[src/rtl/utx_pkg.sv]
package utx_pkg;

    localparam int unsigned CHAR_W   = 8;
    localparam int unsigned CNT_W    = $clog2(CHAR_W + 1);
    localparam int unsigned MIN_CHAR = 5;

    typedef enum logic [1:0] {
        SZ_5 = 2'b00,
        SZ_6 = 2'b01,
        SZ_7 = 2'b10,
        SZ_8 = 2'b11
    } char_size_e;

    typedef enum logic [1:0] {
        PM_NONE = 2'b00,
        PM_RSVD = 2'b01,
        PM_EVEN = 2'b10,
        PM_ODD  = 2'b11
    } par_mode_e;

    typedef enum logic [2:0] {
        PH_IDLE,
        PH_START,
        PH_DATA,
        PH_PAR,
        PH_STOP1,
        PH_STOP2
    } phase_e;

    typedef struct packed {
        logic [CHAR_W-1:0] data;
        char_size_e        size;
        par_mode_e         par;
        logic              two_stop;
    } frame_t;

    function automatic logic [CNT_W-1:0] char_bits(input char_size_e s);
        return CNT_W'(MIN_CHAR) + CNT_W'(s);
    endfunction

    function automatic logic parity_on(input par_mode_e p);
        return (p == PM_EVEN) || (p == PM_ODD);
    endfunction

    function automatic logic calc_parity(input logic [CHAR_W-1:0] d,
                                         input char_size_e s,
                                         input par_mode_e p);
        logic             acc;
        logic [CNT_W-1:0] n;
        acc = 1'b0;
        n   = char_bits(s);
        for (int i = 0; i < CHAR_W; i++) begin
            if (CNT_W'(i) < n) acc = acc ^ d[i];
        end
        return (p == PM_ODD) ? ~acc : acc;
    endfunction

endpackage

[src/rtl/utx_holdbuf.sv]
module utx_holdbuf
    import utx_pkg::*;
#(
    parameter int unsigned W = CHAR_W
) (
    input  logic         clk,
    input  logic         rst,
    input  logic         wr_valid,
    input  logic [W-1:0] wr_data,
    input  logic         take,
    output logic         empty,
    output logic [W-1:0] data
);

    always_ff @(posedge clk) begin
        if (rst) begin
            empty <= 1'b1;
            data  <= '0;
        end else if (take) begin
            empty <= 1'b1;
        end else if (wr_valid && empty) begin
            empty <= 1'b0;
            data  <= wr_data;
        end
    end

endmodule

[src/rtl/utx_shifter.sv]
module utx_shifter
    import utx_pkg::*;
(
    input  logic   clk,
    input  logic   rst,
    input  logic   enable,
    input  logic   tick,
    input  logic   pend,
    input  frame_t nxt,
    output logic   take,
    output logic   line
);

    phase_e            ph;
    logic [CHAR_W-1:0] sh;
    logic [CNT_W-1:0]  left;
    logic              par_q;
    logic              par_en;
    logic              two_q;
    logic              last_stop;

    always_comb begin
        last_stop = ((ph == PH_STOP1) && !two_q) || (ph == PH_STOP2);
        take      = enable && tick && pend && ((ph == PH_IDLE) || last_stop);
    end

    always_ff @(posedge clk) begin
        if (rst || !enable) begin
            ph     <= PH_IDLE;
            line   <= 1'b1;
            sh     <= '0;
            left   <= '0;
            par_q  <= 1'b0;
            par_en <= 1'b0;
            two_q  <= 1'b0;
        end else if (tick) begin
            if (take) begin
                ph     <= PH_START;
                line   <= 1'b0;
                sh     <= nxt.data;
                left   <= char_bits(nxt.size);
                par_q  <= calc_parity(nxt.data, nxt.size, nxt.par);
                par_en <= parity_on(nxt.par);
                two_q  <= nxt.two_stop;
            end else begin
                unique case (ph)
                    PH_IDLE: begin
                        line <= 1'b1;
                    end
                    PH_START: begin
                        ph   <= PH_DATA;
                        line <= sh[0];
                        sh   <= sh >> 1;
                        left <= left - 1'b1;
                    end
                    PH_DATA: begin
                        if (left != '0) begin
                            line <= sh[0];
                            sh   <= sh >> 1;
                            left <= left - 1'b1;
                        end else if (par_en) begin
                            ph   <= PH_PAR;
                            line <= par_q;
                        end else begin
                            ph   <= PH_STOP1;
                            line <= 1'b1;
                        end
                    end
                    PH_PAR: begin
                        ph   <= PH_STOP1;
                        line <= 1'b1;
                    end
                    PH_STOP1: begin
                        ph   <= two_q ? PH_STOP2 : PH_IDLE;
                        line <= 1'b1;
                    end
                    PH_STOP2: begin
                        ph   <= PH_IDLE;
                        line <= 1'b1;
                    end
                    default: begin
                        ph   <= PH_IDLE;
                        line <= 1'b1;
                    end
                endcase
            end
        end
    end

endmodule

[src/rtl/uart_tx_dbuf.sv]
module uart_tx_dbuf
    import utx_pkg::*;
(
    input  logic              clk,
    input  logic              rst,
    input  logic              tx_en,
    input  logic              baud_tick,
    input  logic              wr_valid,
    input  logic [CHAR_W-1:0] wr_data,
    input  logic [1:0]        cfg_size,
    input  logic [1:0]        cfg_parity,
    input  logic              cfg_two_stop,
    output logic              buf_empty,
    output logic              txd_out,
    output logic              txd_oe
);

    logic              take;
    logic [CHAR_W-1:0] hold_data;
    frame_t            nxt;

    utx_holdbuf #(.W(CHAR_W)) u_hold (
        .clk      (clk),
        .rst      (rst),
        .wr_valid (wr_valid),
        .wr_data  (wr_data),
        .take     (take),
        .empty    (buf_empty),
        .data     (hold_data)
    );

    always_comb begin
        nxt.data     = hold_data;
        nxt.size     = char_size_e'(cfg_size);
        nxt.par      = par_mode_e'(cfg_parity);
        nxt.two_stop = cfg_two_stop;
    end

    utx_shifter u_shift (
        .clk    (clk),
        .rst    (rst),
        .enable (tx_en),
        .tick   (baud_tick),
        .pend   (!buf_empty),
        .nxt    (nxt),
        .take   (take),
        .line   (txd_out)
    );

    always_ff @(posedge clk) begin
        if (rst) txd_oe <= 1'b0;
        else     txd_oe <= tx_en;
    end

endmodule

[config.mk]
export PLATFORM = sky130hd
export DESIGN_NAME = uart_tx_dbuf
export DESIGN_NICKNAME = d
export VERILOG_FILES = /design/src/rtl/utx_pkg.sv /design/src/rtl/utx_holdbuf.sv /design/src/rtl/utx_shifter.sv /design/src/rtl/uart_tx_dbuf.sv
export SDC_FILE = /design/constraint.sdc
export NUM_CORES = 1
export LEC_CHECK = 0
export CAP_MARGIN = 5
export CORE_MARGIN = 1.5
export CORE_UTILIZATION = 50
export CTS_BUF_LIST = sky130_fd_sc_hd__clkbuf_2 sky130_fd_sc_hd__clkbuf_4 sky130_fd_sc_hd__clkbuf_8
export CTS_CLUSTER_DIAMETER = 100
export DETAILED_ROUTE_END_ITERATION = 6
export GPL_ROUTABILITY_DRIVEN = 0
export HOLD_SLACK_MARGIN = 0.15
export PLACE_DENSITY_LB_ADDON = 0.12
export SYNTH_ARGS = -nofsm -noshare
export SYNTH_HDL_FRONTEND = slang
export SYNTH_SLANG_ARGS = --single-unit
[constraint.sdc]
create_clock -name clk -period 2 [get_ports clk]
set_input_delay 0.4 -clock clk [delete_from_list [all_inputs] [get_ports clk]]
set_output_delay 0.4 -clock clk [all_outputs]
set_load 0.03 [all_outputs]
==> impl_metrics.ini <==
[status]
status = completed

[cells_and_area]
fillers = 259
final_cells = 279
final_cell_area_sq_um = 2090
fin_util_pct = 68.3
antenna_cells = 0
drive_above_1_share_pct = 20.0
final_nets = 256
area_growth_pct = 29.5

[worst_setup_path]
path_class = flip-flop to flip-flop
critPathTopFamily = compound AO/OA/AOI/OAI gates
cp_num_buf_inv = 2
worst_ep_required_time_ns = 2.23
arrival_ns = 2.19
critPathMaxFanout = 15
crit_chain = inv_2, ha_4, or3b_4, o41ai_4, a21oi_2, buf_12, a311oi_1
rr_startpoint = u_shift.left[1]
r2r-end = u_shift.sh[5]
end_kind = flip-flop
cp_slowest_cell = or3b_4
max_stage_delay_ns = 0.39
r2r_cells = 7
critPathLaunchType = flip-flop
r2r_slack_ns = 0.03

[detailed_routing]
wl_per_cell_microns = 13.3
via_count = 1527
initialDrtViolationCount = 52
via_per_inst = 5.47
postRouteAntennaNets = 0
drcViolationCount = 0
totalWireLength_mm = 3.70
drtPass1Iterations = 4

[cts]
clk_latency_ns = 0.34
clkTransAtPathRegs_ns = 0.10
cts_tree = yes
clock-root-buffer = clkbuf_4
cts_buffer_depth = 2
clkSinkCount = 29
htreeDepth = 2
cts_buffers = 5

[placed_design]
portBuffers = 20
dp.cells = 268
hpwl_mm = 2.73
place_area_sq_um = 1940
pre_cts_slack_ns = -0.300

[logic_synthesis]
yosys_most_used_dff = dfxtp_1
ys_seq_elements = 29
ys_seq_area_share_pct = 36.1
yosysWarnings = 0
netlist.area_leader.share_pct = 36.1
syn_inst = 197
yosys.area_share.simple_pct = 24.8
synth_area_sq_um = 1610
synth_edf_count = 0
synth_area_per_cell_sq_um = 8.17
post_synth_fa_ha_maj_area_fraction_pct = 3.11
synth_compound_area_share_pct = 22.8
synth_xor_area_share_pct = 3.50
synthTopCellsByArea = dfxtp_1 (36%), nand2_1 (8.4%), a21oi_1 (6.5%)
yosysUniqueCellTypes = 48
synth_top_cell_by_area = dfxtp_1
synth-async-reset-ratio_pct = 0
synth_top_family_by_area = simple AND/OR/NAND/NOR gates
syn-num-nets = 219
synth_mux_area_share_pct = 1.94

[worst_hold_path]
min_from = u_shift.sh[7]
min_path_cells = 2
hold_class = flip-flop to flip-flop
holdPathEnd = u_shift.sh[7]

[global_route]
grt_max_degree = 17
globalRouteOverflowTotal = 0
antenna_found_initial = 0
grt_pass1_wl_mm = 6.31
gr-usage-all-layers_pct = 23.5
grt_pass1_vias = 1446

[timing]
fin_crit_ns = 1.97
clock_skew_ns = 0.00565
tightestPinTransition_ns = 0.447
setup_violations = 0
fmax_mhz = 509
final_hold_viol_count = 0
rsz0062_at_grt = true
max-slew-margin-rel_pct = 70.1
layout_setup_ws_ns = 0.0340
period_share_pct = 98.3
drv_slew = 0

[floorplanning]
core-area_sq_um = 3050
io_pins = 21
die_w_microns = 59.8
num_rows = 20
die-area_sq_um = 3570
initial_core_util_pct = 52.7
die_h_microns = 59.8

[power_and_ir_drop]
power_density_nw_per_um2 = 676
peakVddDrop_uv = 435
p_leak_uw = 0.000796
totalPowerFinal_uw = 1410

[flow_run]
cap_violations = 0
## cells in the mapped netlist (2+ instances only)
master    count
a21oi_1      21
a311oi_1      7
buf_2         2
buf_4         3
buf_6         2
clkbuf_1      4
dfxtp_1      29
ha_1          4
inv_1        10
mux2i_1       2
nand2_1      36
nand2b_1      5
nand3_1      11
nor2_1       12
nor2b_1       5
nor3_1        2
nor3b_1       2
o21a_1        2
o21ai_0       8
xnor2_1       2
## worst reg2reg max path, delay by kind of cell (launching register included)
family / cells / cell delay (ns)
and+or+nand+nor: 1 / 0.39
buffers and inverters: 2 / 0.22
DFF: 1 / 0.35
adders and majority gates: 1 / 0.12
AOI/OAI and AO/OA: 3 / 0.78
## cells in the final DEF (no fill, tap or decap), types with 2 or more instances in the layout
cell,synthesis,routed
nand2_1,36,36
dfxtp_1,29,28
a21oi_1,21,21
buf_4,3,21
clkdlybuf4s50_1,0,19
nor2_1,12,12
nand3_1,11,11
inv_1,10,8
o21ai_0,8,8
a311oi_1,7,7
nor2b_1,5,5
nand2b_1,5,5
clkbuf_4,0,5
ha_1,4,3
inv_2,0,2
xnor2_1,2,2
o21a_1,2,2
nor3_1,2,2
nor3b_1,2,2
mux2i_1,2,2
bufinv_16,0,2
## sequential cells by signal, summed over array words and instances, names as in the netlist
| name | count |
|---|---|
| txd_oe | 1 |
| u_shift.two_q | 1 |
| u_shift.par_q | 1 |
| u_shift.ph | 3 |
| u_shift.line | 1 |
| u_shift.left | 4 |
| u_shift.par_en | 1 |
| u_hold.empty | 1 |
| u_hold.data | 8 |
| u_shift.sh | 8 |
## through the flow
step / TNS [ns] / hold slack (ns)
global route: -0.0655 / 0.517
detailed placement: -0.366 / 0.464
CTS: 0 / 0.480
floorplan: 0 / 0.445
global placement: -0.200 / 0.459
finish: 0 / 0.484
## cell type report
class / count / area [sq um] / area share (%)
Clock buffer: 5 / 37.5 / 1.80
Clock inverter: 3 / 65.1 / 3.12
Inverter: 10 / 37.5 / 1.80
Multi-Input combinational cell: 145 / 917 / 44.0
Sequential cell: 29 / 582 / 27.9
Tap cell: 44 / 55.1 / 2.64
Timing Repair Buffer: 43 / 392 / 18.8
## logic make-up after synthesis
logic type	Yosys count
XOR/XNOR	4
buffers and inverters	23
multiplexers	3
adder cells (fa/ha/maj)	4
flip-flops	29
AND/OR/NAND/NOR	82
AO/OA/AOI/OAI	52
## worst max path at each step
stage	startpoint	endpoint	slack (ns)	cells past startpoint
finish	u_shift.left[1]	u_shift.sh[5]	0.03	7
CTS	u_hold.empty	buf_empty	0.03	2
detailed placement	cfg_size[0]	u_shift.par_q	-0.30	8
floorplan	u_shift.left[0]	u_shift.left[0]	0.30	8
global placement	cfg_size[0]	u_shift.par_q	-0.20	8
global route	u_shift.left[1]	u_shift.sh[5]	-0.05	7
## where the power goes
part	leakage, uW	internal (uW)	switching [uW]	total, uW
registers	0.000236	593	15.6	609
logic	0.000505	106	87.0	193
clock network	0.0000552	387	221	608
total	0.000796	1090	324	1410
## timing repair
item	4_1_cts	5_1_grt
setup endpoints to repair	0	3
hold buffers	0	0
setup buffers	0	3
resized for setup	0	7
## layer usage
metal	vias up	global-route usage, %	share of wire (%)
met4	0	10.8	2.3
met5	-	0	0
met3	10	4.98	5.2
li1	766	-	-
met1	707	30.5	45
met2	44	37.3	47
Power figures use the tool's default switching activity.
